`src/rtl/bshift_pkg.sv`:
```
package bshift_pkg;
  typedef enum logic [1:0] {
    SH_LSL = 2'b00,
    SH_LSR = 2'b01,
    SH_ASL = 2'b10,
    SH_ASR = 2'b11
  } shop_e;

  localparam int unsigned AMT_W = 6;
  localparam int unsigned IMM_W = 3;
endpackage

```
`src/rtl/bshift_cnt_dec.sv`:
```
module bshift_cnt_dec
  import bshift_pkg::*;
#(
  parameter int unsigned RC_W = 32
) (
  input  logic              use_imm,
  input  logic [RC_W-1:0]   reg_cnt,
  input  logic [IMM_W-1:0]  imm_cnt,
  output logic [AMT_W-1:0]  amt
);
  localparam int unsigned IMM_FULL = 1 << IMM_W;

  logic [AMT_W-1:0] imm_amt;
  logic [AMT_W-1:0] reg_amt;

  // zero code stands for the largest immediate amount
  always_comb begin
    if (imm_cnt == '0) imm_amt = AMT_W'(IMM_FULL);
    else               imm_amt = AMT_W'(imm_cnt);
  end

  // register source is taken modulo 2**AMT_W
  assign reg_amt = reg_cnt[AMT_W-1:0];
  assign amt     = use_imm ? imm_amt : reg_amt;
endmodule

```
`src/rtl/bshift_core.sv`:
```
module bshift_core
  import bshift_pkg::*;
#(
  parameter int unsigned W = 32
) (
  input  logic [W-1:0]      data,
  input  logic              left,
  input  logic              arith,
  input  logic [AMT_W-1:0]  amt,
  output logic [W-1:0]      res,
  output logic              carry
);
  // one guard bit below the data catches the last bit shifted out
  localparam int unsigned EW = W + 1;

  logic [W-1:0]  fwd;
  logic          fill;
  logic [EW-1:0] stg [AMT_W+1];

  // left shifts run through the same right-shift network on reversed bits
  genvar gi;
  generate
    for (gi = 0; gi < W; gi++) begin : g_rev_in
      assign fwd[gi] = left ? data[W-1-gi] : data[gi];
    end
  endgenerate

  assign fill   = arith & ~left & data[W-1];
  assign stg[0] = {fwd, 1'b0};

  genvar gk;
  generate
    for (gk = 0; gk < AMT_W; gk++) begin : g_stage
      localparam int unsigned SH = 1 << gk;
      if (SH >= EW) begin : g_all_fill
        assign stg[gk+1] = amt[gk] ? {EW{fill}} : stg[gk];
      end else begin : g_part
        assign stg[gk+1] = amt[gk] ? {{SH{fill}}, stg[gk][EW-1:SH]} : stg[gk];
      end
    end
  endgenerate

  assign carry = stg[AMT_W][0];

  genvar go;
  generate
    for (go = 0; go < W; go++) begin : g_rev_out
      assign res[go] = left ? stg[AMT_W][W-go] : stg[AMT_W][go+1];
    end
  endgenerate
endmodule

```
`src/rtl/bshift_out_reg.sv`:
```
module bshift_out_reg #(
  parameter int unsigned W = 32
) (
  input  logic         clk,
  input  logic         rst_n,
  input  logic [W-1:0] d_res,
  input  logic         d_cy,
  output logic [W-1:0] q_res,
  output logic         q_cy
);
  logic [W-1:0] res_nxt;
  logic         cy_nxt;

  always_comb begin
    res_nxt = d_res;
    cy_nxt  = d_cy;
  end

  always_ff @(posedge clk or negedge rst_n) begin
    if (!rst_n) begin
      q_res <= '0;
      q_cy  <= 1'b0;
    end else begin
      q_res <= res_nxt;
      q_cy  <= cy_nxt;
    end
  end
endmodule

```
`src/rtl/bshift_unit.sv`:
```
module bshift_unit
  import bshift_pkg::*;
#(
  parameter int unsigned W       = 32,
  parameter int unsigned RC_W    = 32,
  parameter bit          REG_OUT = 1'b1
) (
  input  logic             clk,
  input  logic             rst_n,
  input  logic [W-1:0]     opnd_i,
  input  logic [1:0]       op_i,
  input  logic             imm_sel_i,
  input  logic [RC_W-1:0]  reg_cnt_i,
  input  logic [IMM_W-1:0] imm_cnt_i,
  output logic [W-1:0]     res_o,
  output logic             carry_o,
  output logic [W-1:0]     res_q_o,
  output logic             carry_q_o
);
  shop_e            op;
  logic             is_left;
  logic             is_arith;
  logic [AMT_W-1:0] amt;

  assign op       = shop_e'(op_i);
  assign is_left  = (op == SH_LSL) || (op == SH_ASL);
  assign is_arith = (op == SH_ASR);

  bshift_cnt_dec #(.RC_W(RC_W)) u_cnt (
    .use_imm (imm_sel_i),
    .reg_cnt (reg_cnt_i),
    .imm_cnt (imm_cnt_i),
    .amt     (amt)
  );

  bshift_core #(.W(W)) u_core (
    .data  (opnd_i),
    .left  (is_left),
    .arith (is_arith),
    .amt   (amt),
    .res   (res_o),
    .carry (carry_o)
  );

  generate
    if (REG_OUT) begin : g_reg
      bshift_out_reg #(.W(W)) u_oreg (
        .clk   (clk),
        .rst_n (rst_n),
        .d_res (res_o),
        .d_cy  (carry_o),
        .q_res (res_q_o),
        .q_cy  (carry_q_o)
      );
    end else begin : g_bypass
      assign res_q_o   = res_o;
      assign carry_q_o = carry_o;
    end
  endgenerate
endmodule

```
`config.mk`:
```
export PLATFORM = sky130hd
export DESIGN_NAME = bshift_unit
export DESIGN_NICKNAME = d
export VERILOG_FILES = /design/src/rtl/bshift_pkg.sv /design/src/rtl/bshift_cnt_dec.sv /design/src/rtl/bshift_core.sv /design/src/rtl/bshift_out_reg.sv /design/src/rtl/bshift_unit.sv
export SDC_FILE = /design/constraint.sdc
export NUM_CORES = 1
export LEC_CHECK = 0
export ABC_AREA = 1
export BUFFER_PORTS_ARGS = -buffer_cell sky130_fd_sc_hd__buf_2
export CAP_MARGIN = 20
export CORE_AREA = 2 2 93 95
export DETAILED_ROUTE_END_ITERATION = 8
export DIE_AREA = 0 0 95 97
export PLACE_DENSITY = 0.73
export SLEW_MARGIN = 0
export SYNTH_ARGS = -nofsm -noshare
export SYNTH_HDL_FRONTEND = slang
export SYNTH_SLANG_ARGS = --single-unit
```
`constraint.sdc`:
```
create_clock -name clk -period 2 [get_ports clk]
set_input_delay 0.2 -clock clk [delete_from_list [all_inputs] [get_ports clk]]
set_output_delay 0.2 -clock clk [all_outputs]
set_load 0.05 [all_outputs]
```
==> impl_results.md, run 1 <==
* Status: complete, but fails checks
* Failing checks: setup timing
* Floorplan row count at 33
* Worst slew pin tran at 724.4 ps
* Grt peak-use layer: met2
* Initial Utilization at 44.12%
* Share of cells above drive strength 1 at 60.26%
* Critical path launch point type: input pin
* Yosys synthesis warning count at 0
* Initial antenna violation count at 0
* Dpl ws at -226.6 ps
* Fin cells at 938
* Initial DRC Count at 1,065
* Crit Path Max Fanout at 8
* Post-synth cell types at 25
* HP Class: in -> reg
* Die Height at 97 µm
* Vias per cell at 6.547
* Dpl hpwl at 10.22 mm
* Die width at 95 µm
* Met1 GRT Util at 42.93%
* Avg Cell Area, Syn at 5.396 µm²
* Min cycle time layout at 2259 ps
* Yosys top cell by area: nand2_1
* Hold Crit Depth at 5
* Syn nets at 737
* RSZ-0062 raised after global routing: true
* Total chip power at 0.004422 W
* Total CTS buffers at 5
* Final core occ at 84.48%
* # diodes at 0
* # placed instances at 894
* Total clock sinks at 33
* First-pass GRT wire length at 24.71 mm
* Pwr dens at 643.5 nW/µm²
* MaxCap Viol Count at 0
* Largest net degree at the start of global routing at 34
* IO Count at 138
* Sequential area share after synthesis at 23.01%
* CP endpoint kind: output port
* Hold_sp: reg_cnt_i[4]
* TNS Setup at -3753 ps
* TritonRoute pass-1 iters at 6
* CP peak stage delay at 400 ps
* Port bufs at 111
* Synth Register Bits at 33
* GRT met2 Usage at 57.67%
* Max frequency at 0.4427 GHz
* CP Cell Sequence: buf_12 > clkbuf_16 > o21ai_0 > nand2_1 > nand2_2 > nand2_1 > nand3_1 > nand3_2 > nand3_2 > nand3_2 > nand2_1 > nand2_2 > buf_8
* # H-tree levels at 2
* Setup ws final at -259.0 ps
* Top Family by Delay on Critical Path: simple AND/OR/NAND/NOR gates
* CP Class: in -> out
* Hold Path End: g_reg.u_oreg.q_cy$_DFF_PN0_
* Clock buffer depth at 2
* Post-layout net count at 904
* Max_slew headroom at 51.71%
* Worst-path clk slew at 70 ps
* DRC Markers at 0
* CP required at 1800 ps
* Tot GR Track Use at 33.57%
* Core area at 8134 µm²
* Drt wl/cell at 20.94 µm
* Top-area cell type share of the netlist area at 32.32%
* Worst IR Drop VDD at 334.8 µV
* Crit path DAT at 2060 ps
* CP Buf/Inv Count at 3
* GP Congestion at 0.9759
* Endpoints failing hold at 0
* Routed Wire Length at 19.65 mm
* Leakage at 3.638 nW
* Slowest cell on the critical path: o21ai_0
* Final Max Slew Viols at 0
* GR Util met3 at 4.050%
* Number of global-route vias before repair at 5,069
* P&R area growth vs syn at 91.49%
* CTS root buffer: clkbuf_8
* Top cells by area, synth: nand2_1 32%, nand3_1 28%, dfrtp_1 23%
* Congestion Overflow GR at 0
* Setup violators final at 31
* Gate Count Post-Synth at 665
* CTS tree: yes
* Fin crit share at 113.0%
* Cell area after synthesis at 3588 µm²
* Post-route antenna net violation count at 0
* Die ar. at 9215 µm²
* Via count of the routed design at 6,141
placed cells by master (no fill, tap or decap), types with 4 or more instances in the layout:
cell       netlist  final
buf_12           0     16
buf_16           0      7
buf_2           20     75
buf_4            3     49
buf_6            1     27
buf_8            0     22
clkbuf_16        0      6
clkbuf_8         0      5
dfrtp_1         33     33
inv_1           28     18
inv_2            3      8
nand2_1        309    188
nand2_2          2    111
nand2_4          0     11
nand3_1        202     73
nand3_2          0    121
nand3_4          0      8
o21ai_2          1     14
o21ai_4          0      4
flip-flops by register name, summed over array words and instances, names as in the netlist:
| register | cells |
|---|---|
| g_reg.u_oreg.q_res | 32 |
| g_reg.u_oreg.q_cy | 1 |
through the flow:
step / hold slack (ps) / area (µm²)
6_report: 462.6 / 6872
5_1_grt: 512.5 / 6872
4_1_cts: 432.4 / 5772
3_5_place_dp: 287.4 / 4664
3_3_place_gp: 253.5 / 4664
2_1_floorplan: -95.59 / 3612
metal layers:
metal	part of all wire, %	vias to the layer above
met5	0	-
met4	8.4	0
met3	13	218
met2	46	638
met1	33	2750
li1	-	2535
cells by family (layout without fill, tap and decap cells):
kind of cell,Yosys count,in the layout,share of synthesized area [%]
compound gates,32,32,5.335
buf+inv,74,242,8.961
flops,33,33,23.01
simple gates,526,526,62.69
tightest hold or removal path: cells and delay by family:
family,cells,cell delay [ps]
compound gates,1,110
buf+inv,2,230
simple gates,2,170
report_power, final:
part	internal, W	switching (W)
Combinational	0.00107	0.00205
Clock	0.000240	0.000270
Sequential	0.000765	0.0000234
Total	0.00207	0.00235
area by class of cell:
cell class / instances / area [µm²]
clock inverter: 3 / 17.52
inverter: 31 / 141.4
fill: 422 / 1262
clock buffer: 5 / 68.82
multi-input combinational: 558 / 3636
sequential: 33 / 825.8
tap: 105 / 131.4
timing repair buffer: 203 / 2051
synth_stat cells, drive strengths merged:
master,count
o211ai,2
a32oi,1
nand4,1
nor2,7
nand3,202
a21oi,3
clkbuf,11
buf,32
o21ai,24
inv,31
dfrtp,33
or2,3
nand3b,1
nor3,1
o31ai,2
nand2,311
worst max-delay path by stage:
| stage | start | end | cells past startpoint |
|---|---|---|---|
| after CTS | imm_sel_i | res_o[2] | 13 |
| after global routing | op_i[0] | res_o[27] | 13 |
| after global placement | op_i[0] | res_o[2] | 16 |
| final | op_i[0] | res_o[27] | 13 |
| after detailed placement | imm_sel_i | res_o[2] | 18 |
| after floorplan | op_i[0] | g_reg.u_oreg.q_res[15]$_DFF_PN0_ | 12 |
what timing repair did:
action / 4_1_cts / 5_1_grt
hold buffers: 1 / 0
cloned: 8 / 6
buffers inserted: 8 / 14
pin swaps: 34 / 50
hold endpoints to repair: 33 / 0
setup endpoints to repair: 33 / 33
gates resized for setup: 217 / 228
(Power assumes the default switching activity.)
==> run 2, diff against run 1 <==
Settings changed: CORE_AREA 2 2 93 95 to 2 2 95 97, DIE_AREA 0 0 95 97 to 0 0 97 99, PLACE_DENSITY 0.73 to 0.72, SYNTH_HIERARCHICAL set to 1.
==> run 2 against run 1 <==
Against the previous run:
- largest power group unchanged
- flip-flop and latch count unchanged
- the run still ends with setup timing left
- first-iteration DRC count decreased by 32%
- sequential share of layout area increased by 1.6 points
- largest cell class unchanged
- synthesized cell count decreased by 1.1%
- critical endpoint is now res_o[2]
- count of clock-buffer cells in the layout increased by 1
- utilization decreased by 13 points
- routed wire length decreased by 20%
- cell count decreased by 4.9%
- sequential power about the same
- clock power decreased by 7.5%
==> impl_results.md, run 2 <==
* Status: complete, but fails checks
* Failing checks: setup timing
* Most common cell on crit path: nand3_2
* GP Congestion at 0.9847
* CP peak stage delay at 170 ps
* Synth Register Bits at 33
* Top flop regs: g_reg.u_oreg/q_res x32, g_reg.u_oreg/q_cy x1
* Critical path launch point type: input pin
* Post-layout net count at 855
* Top cells by area, synth: nand2_1 30%, nand3_1 29%, dfrtp_1 22%
* CP endpoint kind: output port
* Setup violators final at 33
* Synth Flop Type: dfrtp_1
* Min cycle time layout at 2169 ps
* IO Count at 138
* Worst slew pin tran at 704.2 ps
* Initial Utilization at 43.97%
* Yosys top cell by area: nand2_1
* Floorplan row count at 34
* FFs w/ async S/R, synth at 100.0%
* Share of cells above drive strength 1 at 48.98%
* Die Height at 99 µm
* Via count of the routed design at 5,387
* Commonest non-fill, non-tap cell in the layout: nand2_1
* Worst-path clk slew at 70 ps
* Syn nets at 730
* Total clock sinks at 33
* CP required at 1800 ps
* CP Cell Sequence: buf_12 > clkinv_8 > nor2_4 > nor2_4 > buf_6 > buf_16 > nand3_2 > nand3_2 > nand3_1 > nand2_2 > nand2_1 > nand3_2 > nand3_2 > nand2_1 > nand2_2 > buf_8
* CTS tree: yes
* Total CTS buffers at 5
* Post-synth cell types at 22
* Crit Path Max Fanout at 8
* Most frequent cell after synthesis: nand2_1
* RSZ-0062 raised after global routing: true
* Slowest cell on the critical path: nor2_4
* Biggest register: g_reg.u_oreg/q_res
* Initial DRC Count at 725
* Leakage at 3.299 nW
* Initial antenna violation count at 0
* Core area at 8551 µm²
* Port bufs at 111
* Most frequent cells in the layout: 239 x nand2_1, 118 x nand3_2, 109 x nand3_1
* Cell area after synthesis at 3760 µm²
* MaxCap Viol Count at 0
* Clock share of power at 11.6%
* Largest net degree at the start of global routing at 34
* Dpl hpwl at 9.475 mm
* Gate Count Post-Synth at 658
* HP Class: in -> async
* Max reg flops at 32
* Post-route antenna net violation count at 0
* Yosys synthesis warning count at 6
* Synth cell count leaders: 296 x nand2_1, 219 x nand3_1, 33 x dfrtp_1
* Max_slew headroom at 53.06%
* Routed Wire Length at 15.71 mm
* CTS root buffer: clkbuf_8
* Fin crit share at 108.4%
* Crit path DAT at 1970 ps
* P&R area growth vs syn at 61.76%
* Tot GR Track Use at 28.21%
* Avg Cell Area, Syn at 5.714 µm²
* # H-tree levels at 2
* First-pass GRT wire length at 22.56 mm
* WP depth at 16
* Max frequency at 0.4611 GHz
* Drt wl/cell at 17.61 µm
* Comb pwr share at 69.0%
* Psw at 0.002141 W
* Pwr dens at 668.6 nW/µm²
* Number of global-route vias before repair at 4,935
* Part of the power in registers at 19.4%
* # diodes at 0
* CP Buf/Inv Count at 5
* Sequential area share after synthesis at 21.96%
* Vias per cell at 6.039
* Die ar. at 9603 µm²
* Post-synth EDFFs at 0
* Hold_ws at 498.5 ps
* Top-area cell type share of the netlist area at 29.55%
* Clock buffer depth at 2
* Final Max Slew Viols at 0
* Die width at 97 µm
* DRC Markers at 0
* Top Family by Delay on Critical Path: simple AND/OR/NAND/NOR gates
* Internal power at 0.001926 W
* TritonRoute pass-1 iters at 6
* Congestion Overflow GR at 0
* Worst IR Drop VDD at 565.5 µV
* Setup ws final at -168.5 ps
* Endpoints failing hold at 0
* CP Class: in -> out
* Final core occ at 71.13%
* Switching share of power at 52.65%
-- run 2: layout make-up --
cell class                 count  area, µm²
fill                         672       2469
multi-input combinational    566       3387
clock inverter                 2      10.01
sequential                    33      825.8
tap                          108      135.1
clock buffer                   6      72.57
inverter                      13      76.32
timing repair buffer         164       1575
-- run 2: metrics by stage --
stage | setup TNS (ps) | cells | area [µm²] | worst slack (ps) | total power, W
2_1_floorplan | 0 | 658 | 3764 | 108.4 | 0.002377
3_3_place_gp | -5423 | 864 | 4559 | -237.2 | 0.002916
3_5_place_dp | -6374 | 864 | 4559 | -256.1 | 0.002936
4_1_cts | -752.7 | 888 | 5394 | -61.24 | 0.003759
5_1_grt | -6137 | 892 | 6082 | -260.3 | 0.004271
6_report | -3051 | 892 | 6082 | -168.5 | 0.004066
-- run 2: power by group through the flow --
stage | Clock, W | Sequential (W) | Combinational [W]
final | 0.000472 | 0.000788 | 0.00281
after detailed placement | 0 | 0.000800 | 0.00214
after global placement | 0 | 0.000799 | 0.00212
after global routing | 0.000520 | 0.000798 | 0.00295
after floorplan | 0 | 0.00117 | 0.00120
after CTS | 0.000481 | 0.000788 | 0.00249
-- run 2: what timing repair did --
item,4_1_cts,5_1_grt
pin swaps,11,11
setup endpoints to repair,33,33
cloned,6,3
gates resized for setup,150,139
setup buffers,9,1
hold buffers,1,0
hold endpoints to repair,33,0
-- run 2: logic make-up (layout without fill, tap and decap cells) --
| kind of cell | count (synthesis) | after routing | share of synthesized area (%) |
|---|---|---|---|
| and+or+nand+nor | 561 | 561 | 68.39 |
| buffers and inverters | 59 | 185 | 8.818 |
| DFF | 33 | 33 | 21.96 |
| AOI/OAI and AO/OA | 5 | 5 | 0.8319 |
-- run 2: metal layers --
| metal | up-vias | wire, µm | share of wire (%) | track usage (%) |
|---|---|---|---|---|
| li1 | 2441 | - | - | - |
| met1 | 2457 | 5826 | 37 | 35.02 |
| met2 | 387 | 7537 | 48 | 49.15 |
| met3 | 102 | 1569 | 10 | 4.255 |
| met4 | 0 | 776 | 4.9 | 11.48 |
| met5 | - | 0 | 0 | 0 |
-- run 2: worst max path at each step --
stage | startpoint | to | slack (ps)
finish | imm_sel_i | res_o[2] | -170
global placement | imm_sel_i | res_o[29] | -240
detailed placement | imm_sel_i | res_o[2] | -260
CTS | imm_sel_i | res_o[12] | -60
floorplan | imm_sel_i | carry_o | 110
global route | imm_sel_i | res_o[1] | -260
